$ cat src/rtl/adc_rd_pkg.sv
package adc_rd_pkg;

    typedef enum logic [1:0] {
        RD_IDLE  = 2'd0,
        RD_WAIT  = 2'd1,
        RD_SHIFT = 2'd2
    } rd_state_e;

    localparam int unsigned MIN_SCK_PERIOD = 4;

endpackage

$ cat src/rtl/adc_sck_gen.sv
module adc_sck_gen #(
    parameter int unsigned DIV_W = 8
) (
    input  logic             clk,
    input  logic             rst,
    input  logic             run,
    input  logic [DIV_W-1:0] period,
    output logic             sck,
    output logic             rise,
    output logic             fall
);

    typedef struct packed {
        logic [DIV_W-1:0] cnt;
        logic             sck;
    } gen_regs_t;

    gen_regs_t r_d, r_q;
    logic [DIV_W-1:0] low_len;
    logic [DIV_W-1:0] last_cnt;

    assign low_len  = period - (period >> 1);
    assign last_cnt = period - 1'b1;

    always_comb begin
        r_d = r_q;
        if (!run) begin
            r_d.cnt = '0;
            r_d.sck = 1'b0;
        end else begin
            if (r_q.cnt == last_cnt) begin
                r_d.cnt = '0;
            end else begin
                r_d.cnt = r_q.cnt + 1'b1;
            end
            r_d.sck = (r_d.cnt >= low_len);
        end
    end

    always_ff @(posedge clk) begin
        if (rst) begin
            r_q <= '0;
        end else begin
            r_q <= r_d;
        end
    end

    assign sck  = r_q.sck;
    assign rise = !r_q.sck && r_d.sck;
    assign fall = r_q.sck && !r_d.sck;

endmodule

$ cat src/rtl/adc_eoc_timer.sv
module adc_eoc_timer #(
    parameter int unsigned TMO_W = 16
) (
    input  logic             clk,
    input  logic             rst,
    input  logic             clr,
    input  logic [TMO_W-1:0] limit,
    output logic             expired
);

    logic [TMO_W-1:0] cnt_d, cnt_q;

    assign expired = (cnt_q == limit);

    always_comb begin
        cnt_d = cnt_q;
        if (clr) begin
            cnt_d = '0;
        end else if (!expired) begin
            cnt_d = cnt_q + 1'b1;
        end
    end

    always_ff @(posedge clk) begin
        if (rst) begin
            cnt_q <= '0;
        end else begin
            cnt_q <= cnt_d;
        end
    end

endmodule

$ cat src/rtl/adc_frame_decode.sv
module adc_frame_decode #(
    parameter int unsigned FRAME_W = 24,
    parameter int unsigned CODE_W  = 21
) (
    input  logic [FRAME_W-1:0] frame,
    output logic [CODE_W-1:0]  code,
    output logic               over,
    output logic               under,
    output logic               bad
);

    localparam int unsigned DONE_POS = FRAME_W - 1;
    localparam int unsigned PAD_POS  = FRAME_W - 2;
    localparam int unsigned SIGN_POS = FRAME_W - 3;
    localparam int unsigned TOP_POS  = CODE_W - 1;

    logic sign_b, top_b;

    assign sign_b = frame[SIGN_POS];
    assign top_b  = frame[TOP_POS];
    assign code   = frame[CODE_W-1:0];
    assign over   = sign_b && top_b;
    assign under  = !sign_b && !top_b;
    assign bad    = frame[DONE_POS] || frame[PAD_POS];

endmodule

$ cat src/rtl/adc_frame_reader.sv
module adc_frame_reader
    import adc_rd_pkg::*;
#(
    parameter int unsigned FRAME_W = 24,
    parameter int unsigned CODE_W  = 21,
    parameter int unsigned DIV_W   = 8,
    parameter int unsigned TMO_W   = 16
) (
    input  logic              clk,
    input  logic              rst,
    input  logic              start_i,
    input  logic [DIV_W-1:0]  div_cfg_i,
    input  logic [TMO_W-1:0]  tmo_cfg_i,
    input  logic              sdo_i,
    output logic              cs_n_o,
    output logic              sck_o,
    output logic [CODE_W-1:0] code_o,
    output logic              over_o,
    output logic              under_o,
    output logic              valid_o,
    output logic              frame_err_o,
    output logic              timeout_o
);

    localparam int unsigned BCNT_W = $clog2(FRAME_W + 1);
    localparam logic [BCNT_W-1:0] LAST_BIT = BCNT_W'(FRAME_W);
    localparam logic [DIV_W-1:0] MIN_PER = DIV_W'(MIN_SCK_PERIOD);

    typedef struct packed {
        rd_state_e          state;
        logic               cs_n;
        logic [BCNT_W-1:0]  bits;
        logic [FRAME_W-1:0] shreg;
        logic [CODE_W-1:0]  code;
        logic               over;
        logic               under;
        logic               valid;
        logic               ferr;
        logic               tmo;
    } rd_regs_t;

    rd_regs_t r_d, r_q;

    logic [DIV_W-1:0]  period;
    logic              sck_rise, sck_fall, sck_line;
    logic              wait_expired;
    logic [CODE_W-1:0] dec_code;
    logic              dec_over, dec_under, dec_bad;

    assign period = (div_cfg_i < MIN_PER) ? MIN_PER : div_cfg_i;

    adc_sck_gen #(.DIV_W(DIV_W)) u_sck (
        .clk    (clk),
        .rst    (rst),
        .run    (r_q.state == RD_SHIFT),
        .period (period),
        .sck    (sck_line),
        .rise   (sck_rise),
        .fall   (sck_fall)
    );

    adc_eoc_timer #(.TMO_W(TMO_W)) u_timer (
        .clk     (clk),
        .rst     (rst),
        .clr     (r_q.state != RD_WAIT),
        .limit   (tmo_cfg_i),
        .expired (wait_expired)
    );

    adc_frame_decode #(.FRAME_W(FRAME_W), .CODE_W(CODE_W)) u_dec (
        .frame (r_q.shreg),
        .code  (dec_code),
        .over  (dec_over),
        .under (dec_under),
        .bad   (dec_bad)
    );

    always_comb begin
        r_d       = r_q;
        r_d.valid = 1'b0;
        r_d.ferr  = 1'b0;
        r_d.tmo   = 1'b0;
        unique case (r_q.state)
            RD_IDLE: begin
                r_d.cs_n = 1'b1;
                if (start_i) begin
                    r_d.state = RD_WAIT;
                    r_d.cs_n  = 1'b0;
                    r_d.bits  = '0;
                    r_d.shreg = '0;
                end
            end
            RD_WAIT: begin
                // a completed conversion outranks an expiring wait
                if (!sdo_i) begin
                    r_d.state = RD_SHIFT;
                end else if (wait_expired) begin
                    r_d.state = RD_IDLE;
                    r_d.cs_n  = 1'b1;
                    r_d.tmo   = 1'b1;
                end
            end
            RD_SHIFT: begin
                if (sck_rise) begin
                    r_d.shreg = {r_q.shreg[FRAME_W-2:0], sdo_i};
                    r_d.bits  = r_q.bits + 1'b1;
                end
                if (sck_fall && (r_q.bits == LAST_BIT)) begin
                    r_d.state = RD_IDLE;
                    r_d.cs_n  = 1'b1;
                    if (dec_bad) begin
                        r_d.ferr = 1'b1;
                    end else begin
                        r_d.valid = 1'b1;
                        r_d.code  = dec_code;
                        r_d.over  = dec_over;
                        r_d.under = dec_under;
                    end
                end
            end
            default: begin
                r_d.state = RD_IDLE;
                r_d.cs_n  = 1'b1;
            end
        endcase
    end

    always_ff @(posedge clk) begin
        if (rst) begin
            r_q       <= '0;
            r_q.state <= RD_IDLE;
            r_q.cs_n  <= 1'b1;
        end else begin
            r_q <= r_d;
        end
    end

    assign cs_n_o      = r_q.cs_n;
    assign sck_o       = sck_line;
    assign code_o      = r_q.code;
    assign over_o      = r_q.over;
    assign under_o     = r_q.under;
    assign valid_o     = r_q.valid;
    assign frame_err_o = r_q.ferr;
    assign timeout_o   = r_q.tmo;

endmodule

$ cat config.mk
export PLATFORM = sky130hd
export DESIGN_NAME = adc_frame_reader
export DESIGN_NICKNAME = d
export VERILOG_FILES = /design/src/rtl/adc_rd_pkg.sv /design/src/rtl/adc_sck_gen.sv /design/src/rtl/adc_eoc_timer.sv /design/src/rtl/adc_frame_decode.sv /design/src/rtl/adc_frame_reader.sv
export SDC_FILE = /design/constraint.sdc
export NUM_CORES = 1
export LEC_CHECK = 0
export ABC_AREA = 1
export BUFFER_PORTS_ARGS = -buffer_cell sky130_fd_sc_hd__buf_2
export CAP_MARGIN = 5
export CORE_MARGIN = 8
export CORE_UTILIZATION = 51
export CTS_BUF_LIST = sky130_fd_sc_hd__clkbuf_8
export DETAILED_ROUTE_END_ITERATION = 7
export PLACE_DENSITY = 0.69
export SLEW_MARGIN = 5
export SYNTH_ARGS = -nofsm -noshare
export SYNTH_HDL_FRONTEND = slang
export SYNTH_SLANG_ARGS = --single-unit
$ cat constraint.sdc
create_clock -name clk -period 5 [get_ports clk]
set_clock_uncertainty 0.05 [all_clocks]
set_input_delay 1 -clock clk [delete_from_list [all_inputs] [get_ports clk]]
set_output_delay 1 -clock clk [all_outputs]
set_load 0.01 [all_outputs]
Word level (Yosys, flattened, before mapping)
Index checks and enable logic that the tools add are counted.
- magnitude comparators: 2
- equality and inequality tests: 12
- add/subtract/negate cells: 5
- muxes and demuxes: 15
- reduce and logical (&&, ||, !) cells: 20
- bitwise gates (word level): 5
- operator list (operator ; number):
    one-hot mux 29 bit (2 select lines) ; 1
    2-to-1 mux 32 bit ; 1
    2-to-1 mux 29 bit ; 1
    2-to-1 mux 8 bit ; 3
    adder 16 x 1 -> 16 bit, second input constant ; 1
    equality test 16 bit ; 1
    AND reduction 3 bit ; 4
    one-hot mux 3 bit (3 select lines) ; 1
    adder 8 x 1 -> 8 bit, second input constant ; 1
    equality test 8 bit ; 1
    greater-or-equal comparator 8 bit ; 1
    less-than comparator 8 x 3 -> 1 bit, second input constant ; 1
    inequality test 2 bit, second input constant ; 4
    subtractor 8 x 1 -> 8 bit, second input constant ; 1
    subtractor 8 x 7 -> 8 bit ; 1
    2-to-1 mux 3 bit ; 2
    OR reduction 3 bit ; 2
    adder 5 x 1 -> 5 bit, second input constant ; 1
    equality test 5 bit, second input constant ; 1
    logical AND 1 bit ; 5
    2-to-1 mux 1 bit ; 5
    inverter 1 bit ; 5
    zero test 1 bit ; 4
    inequality test 2 x 1 -> 1 bit, second input constant ; 2
    8 further kinds ; 9
- input bits: 28
- register bits: 83

Logic depth before layout (Yosys ltp)
- word-level depth: 13
- depth in mapped cells: 30
- depth with buffers taken out: 29

Modules after synthesis
Synthesis repeated with hierarchy kept, for this count alone.
- cell total of the unflattened synthesis: 793
- area, all modules: 5302.6 um^2
- by module, submodules not included (module ; cells each ; instances ; area an instance (um^2)):
    adc_frame_reader ; 315 ; 1 ; 2483.6
    adc_eoc_timer ; 241 ; 1 ; 1357.6
    adc_sck_gen ; 210 ; 1 ; 1281.2
    adc_frame_decode ; 27 ; 1 ; 180.2

Worst setup path before layout
OpenSTA, ideal clock, no wires.
- path kind: input to register
- start point: in div_cfg_i[7]
- end point: reg r_q[49] in the netlist's numbering
- buffers on the path: 1
- setup time: 0.118 ns
- stages: 20
- required time: 4.832 ns
- slack: 0.997 ns
- arrival: 3.835 ns
- cells stage by stage: inv_1 -> ha_1 -> nand3_2 -> nand2_2 -> inv_1 -> ha_1 -> o31ai_1 -> a21oi_1 -> o21ai_0 -> xor2_1 -> ha_1 -> nand2_1 -> a21oi_1 -> nor2b_1 -> nand2_1 -> nand3_2 -> nand2_2 -> buf_2 -> o21ai_0 -> nor2_1
- longest elaborated chain between the ends: 11
- elaborated cells on any way between the ends: 12
- RTL lines (what ; line ; RTL):
    start, declared ; adc_frame_reader.sv:12 ; input logic [DIV_W-1:0] div_cfg_i,
    less-than comparator 8 x 3 -> 1 bit ; adc_frame_reader.sv:50 ; assign period = (div_cfg_i < MIN_PER) ? MIN_PER : div_cfg_i;
    2-to-1 mux 8 bit (*) ; adc_frame_reader.sv:50 ;
    subtractor 8 x 1 -> 8 bit ; adc_sck_gen.sv:23 ; assign last_cnt = period - 1'b1;
    equality test 8 bit ; adc_sck_gen.sv:31 ; if (r_q.cnt == last_cnt) begin
    2-to-1 mux 8 bit ; adc_sck_gen.sv:31 ;
    2-to-1 mux 8 bit ; adc_sck_gen.sv:27 ; if (!run) begin
    greater-or-equal comparator 8 bit (*) ; adc_sck_gen.sv:36 ; r_d.sck = (r_d.cnt >= low_len);
    2-to-1 mux 1 bit (*) ; adc_sck_gen.sv:27 ;
    logical AND 1 bit (*) ; adc_sck_gen.sv:49 ; assign rise = !r_q.sck && r_d.sck;
    inequality test 2 bit (no line) (*) ; -- ;
    AND reduction 3 bit (no line) (*) ; -- ;
    end signal, assigned ; adc_frame_reader.sv:134 ; r_q <= r_d;
    end, declared ; adc_frame_reader.sv:42 ; rd_regs_t r_d, r_q;
Mark *: on every way between the ends. The rest lies on a longest branch, timed or not. The select of a mux whose other input is x is not followed.
A chain may end at the register's enable or synchronous reset.

Worst setup path after layout
- start point: in div_cfg_i[7]
- end point: reg r_q[26] in the netlist's numbering
The elaborated chain is that of the path after synthesis.

==> results.json <==
{
  "hold_viol": 0,
  "numCtsBuffers": 9,
  "grt_start_max_net_pins": 44,
  "avgRoutedWirePerCell_um": 12.17,
  "yosysTopAreaCellShare_pct": 33.49,
  "setup-tns-final_ns": 0,
  "core-area_sq_mm": 0.009594,
  "avgSynthCellArea_sq_um": 6.796,
  "clkLatencyLatePin_ns": 0.35,
  "clock-sinks": 83,
  "endpoint_kind": "flop",
  "yosys-top-cells-count": "nand2_1, nor2_1, dfxtp_1, inv_1, o21ai_0",
  "diodes": 0,
  "vias": 4465,
  "grt_pass1_wl_um": 18600,
  "cts_buffer_depth": 2,
  "cts_resized": 0,
  "die_x_um": 114.6,
  "n_fill_cell": 964,
  "hold_class": "reg2reg",
  "fin_ws_ns": 0.4915,
  "period_needed_ns": 4.509,
  "fmax_mhz": 221.8,
  "synth_cells": 730,
  "synth.most_common_cell": "nand2_1",
  "synthFlopType": "dfxtp_1",
  "ios": 56,
  "crit_arrival_ns": 4.70,
  "detail_route.drc_violations": 0,
  "synth_top_area_cell": "dfxtp_1",
  "clk_pin_slew_ns": 0.09,
  "p_leak_nw": 2.701,
  "synth_edf_count": 0,
  "grtUsageTotal_pct": 17.11,
  "relSlewSlack_pct": 57.88,
  "cts_max_level": 3,
  "period_share_pct": 90.17,
  "dp_hpwl_um": 7951,
  "synth_warnings": 0,
  "antenna_found_initial": 0,
  "critPathMaxFanout": 31,
  "ys_ff_latch": 83,
  "synth_seq_area_share_pct": 33.49,
  "cts_hold_repair.buffers": 0,
  "place_ws_ns": 0.1397,
  "outcome": "finished clean",
  "final_max_slew_viol_count": 0,
  "drtIter0Drc": 221,
  "setup_viol": 0,
  "tightest_slew_ns": 0.6303,
  "p_per_area_mw_per_mm2": 256.1,
  "drtAntennaViolNets": 0,
  "gp_congestion": 0.8576,
  "area_delta_synth_final_pct": 8.146,
  "post_cts_buffers": 0,
  "critPathLaunchType": "primary input",
  "syn-num-nets": 787,
  "portBuffers": 55,
  "worstPathRequired_ns": 5.20,
  "cap_violations": 0,
  "drive_gt1_share_pct": 13.55,
  "start_util_pct": 51.71,
  "grt.overflow.total": 0,
  "synth.area.top_cells": "dfxtp_1, nand2_1, nor2_1",
  "synth_cell_type_count": 37,
  "clockRootBuffer": "clkbuf_8",
  "ir_drop_mv": 0.1737,
  "grt_pass1_vias": 4243,
  "critPathKind": "in2reg",
  "die_area_sq_mm": 0.01314,
  "num_rows": 36,
  "cts_tree": "done",
  "fp.dieH_um": 114.6,
  "nets": 812,
  "syn-cell-area_sq_mm": 0.004961,
  "viasPerCell": 5.000,
  "synth_async_sr_flop_share_pct": 0,
  "drt_first_pass_iters": 4,
  "wl_um": 10870,
  "grt_setup_unrepaired": "false"
}
==> cell usage in the layout (no fill, tap or decap), types with 3 or more instances in the layout <==
cell / n
nand3_1: 29
clkbuf_8: 10
a22oi_1: 22
nor3_2: 3
nor2_1: 120
nand3b_1: 3
buf_2: 55
a21oi_1: 29
nand2_1: 157
dfxtp_1: 83
nand3_2: 3
o21ai_0: 51
inv_2: 8
buf_4: 6
nor2_2: 5
nand4_1: 6
nand2_2: 3
nor3_1: 9
xor2_1: 22
ha_1: 28
xnor2_1: 4
inv_1: 84
==> metal layers <==
metal,vias to the layer above,track usage (%),part of all wire [%]
met3,13,3.586,3.9
li1,2343,-,-
met5,-,0,0
met4,0,4.969,1.2
met2,86,29.67,49
met1,2023,20.69,46
==> path summary, 6_finish.rpt <==
kind | start | to | slack (ns) | cells after the start
worst max-delay path | div_cfg_i[7] | r_q[26]$_SDFFE_PP0P_ | 0.49 | 21
worst min-delay path | code_o[20]$_SDFFE_PP0P_ | code_o[20]$_SDFFE_PP0P_ | 0.42 | 2
worst max register to register | u_sck.r_q[1]$_SDFF_PP0_ | r_q[41]$_SDFFE_PP0P_ | 1.98 | 16
worst min register to register | code_o[20]$_SDFFE_PP0P_ | code_o[20]$_SDFFE_PP0P_ | 0.42 | 2
==> flip-flops by register name (all words and copies together) (netlist names) <==
register / cells
over_o: 1
u_sck.sck: 1
frame_err_o: 1
u_sck.r_q: 8
code_o: 21
cs_n_o: 1
r_q: 31
u_timer.cnt_q: 16
timeout_o: 1
valid_o: 1
under_o: 1
==> cell families after synthesis <==
| logic type | count (synthesis) | synth area share, % |
|---|---|---|
| AO/OA/AOI/OAI | 110 | 12.61 |
| XOR/XNOR | 26 | 4.590 |
| adder cells (fa/ha/maj) | 29 | 7.465 |
| buffers and inverters | 139 | 12.79 |
| flip-flops | 83 | 33.49 |
| AND/OR/NAND/NOR | 343 | 29.05 |
==> critical path: stages <==
cell     delay [ns]
buf_2          0.11
inv_1          0.07
ha_1           0.16
nand3_2        0.19
nand2_2        0.15
inv_1          0.10
ha_1           0.35
o31ai_1        0.55
a21oi_1        0.12
o21ai_0        0.23
xor2_1         0.13
ha_1           0.31
nand2_1        0.06
a21oi_1        0.15
nor2b_1        0.08
nand2_1        0.11
nand3_2        0.09
nand2_2        0.39
inv_1          0.16
nor2_1         0.12
nor2_1         0.06
==> through the flow <==
| step | hold slack [ns] | instance area (sq um) | cells | power [mW] | utilization [%] |
|---|---|---|---|---|---|
| final | 0.4165 | 5365 | 893 | 1.374 | 55.92 |
| after global routing | 0.4491 | 5365 | 893 | 1.441 | 55.92 |
| after CTS | 0.4195 | 5365 | 893 | 1.383 | 55.92 |
| after detailed placement | 0.4060 | 5164 | 877 | 0.8917 | 53.82 |
| after global placement | 0.4050 | 5164 | 877 | 0.8858 | 53.82 |
| after floorplan | 0.3957 | 4961 | 730 | 0.8428 | - |
==> power by group <==
group	total (mW)	switching, mW	internal (mW)
Clock	0.497	0.252	0.245
Sequential	0.697	0.0151	0.681
Combinational	0.180	0.113	0.0674
==> area by class of cell <==
type | instances | area, sq um | area share, %
sequential | 83 | 1662 | 30.97
multi-input combinational | 508 | 2665 | 49.67
inverter | 92 | 350.3 | 6.530
tap | 133 | 166.4 | 3.102
timing repair buffer | 61 | 320.3 | 5.970
clock inverter | 6 | 63.81 | 1.189
clock buffer | 10 | 137.6 | 2.565
Note: power is estimated with default switching activity, not from simulation.
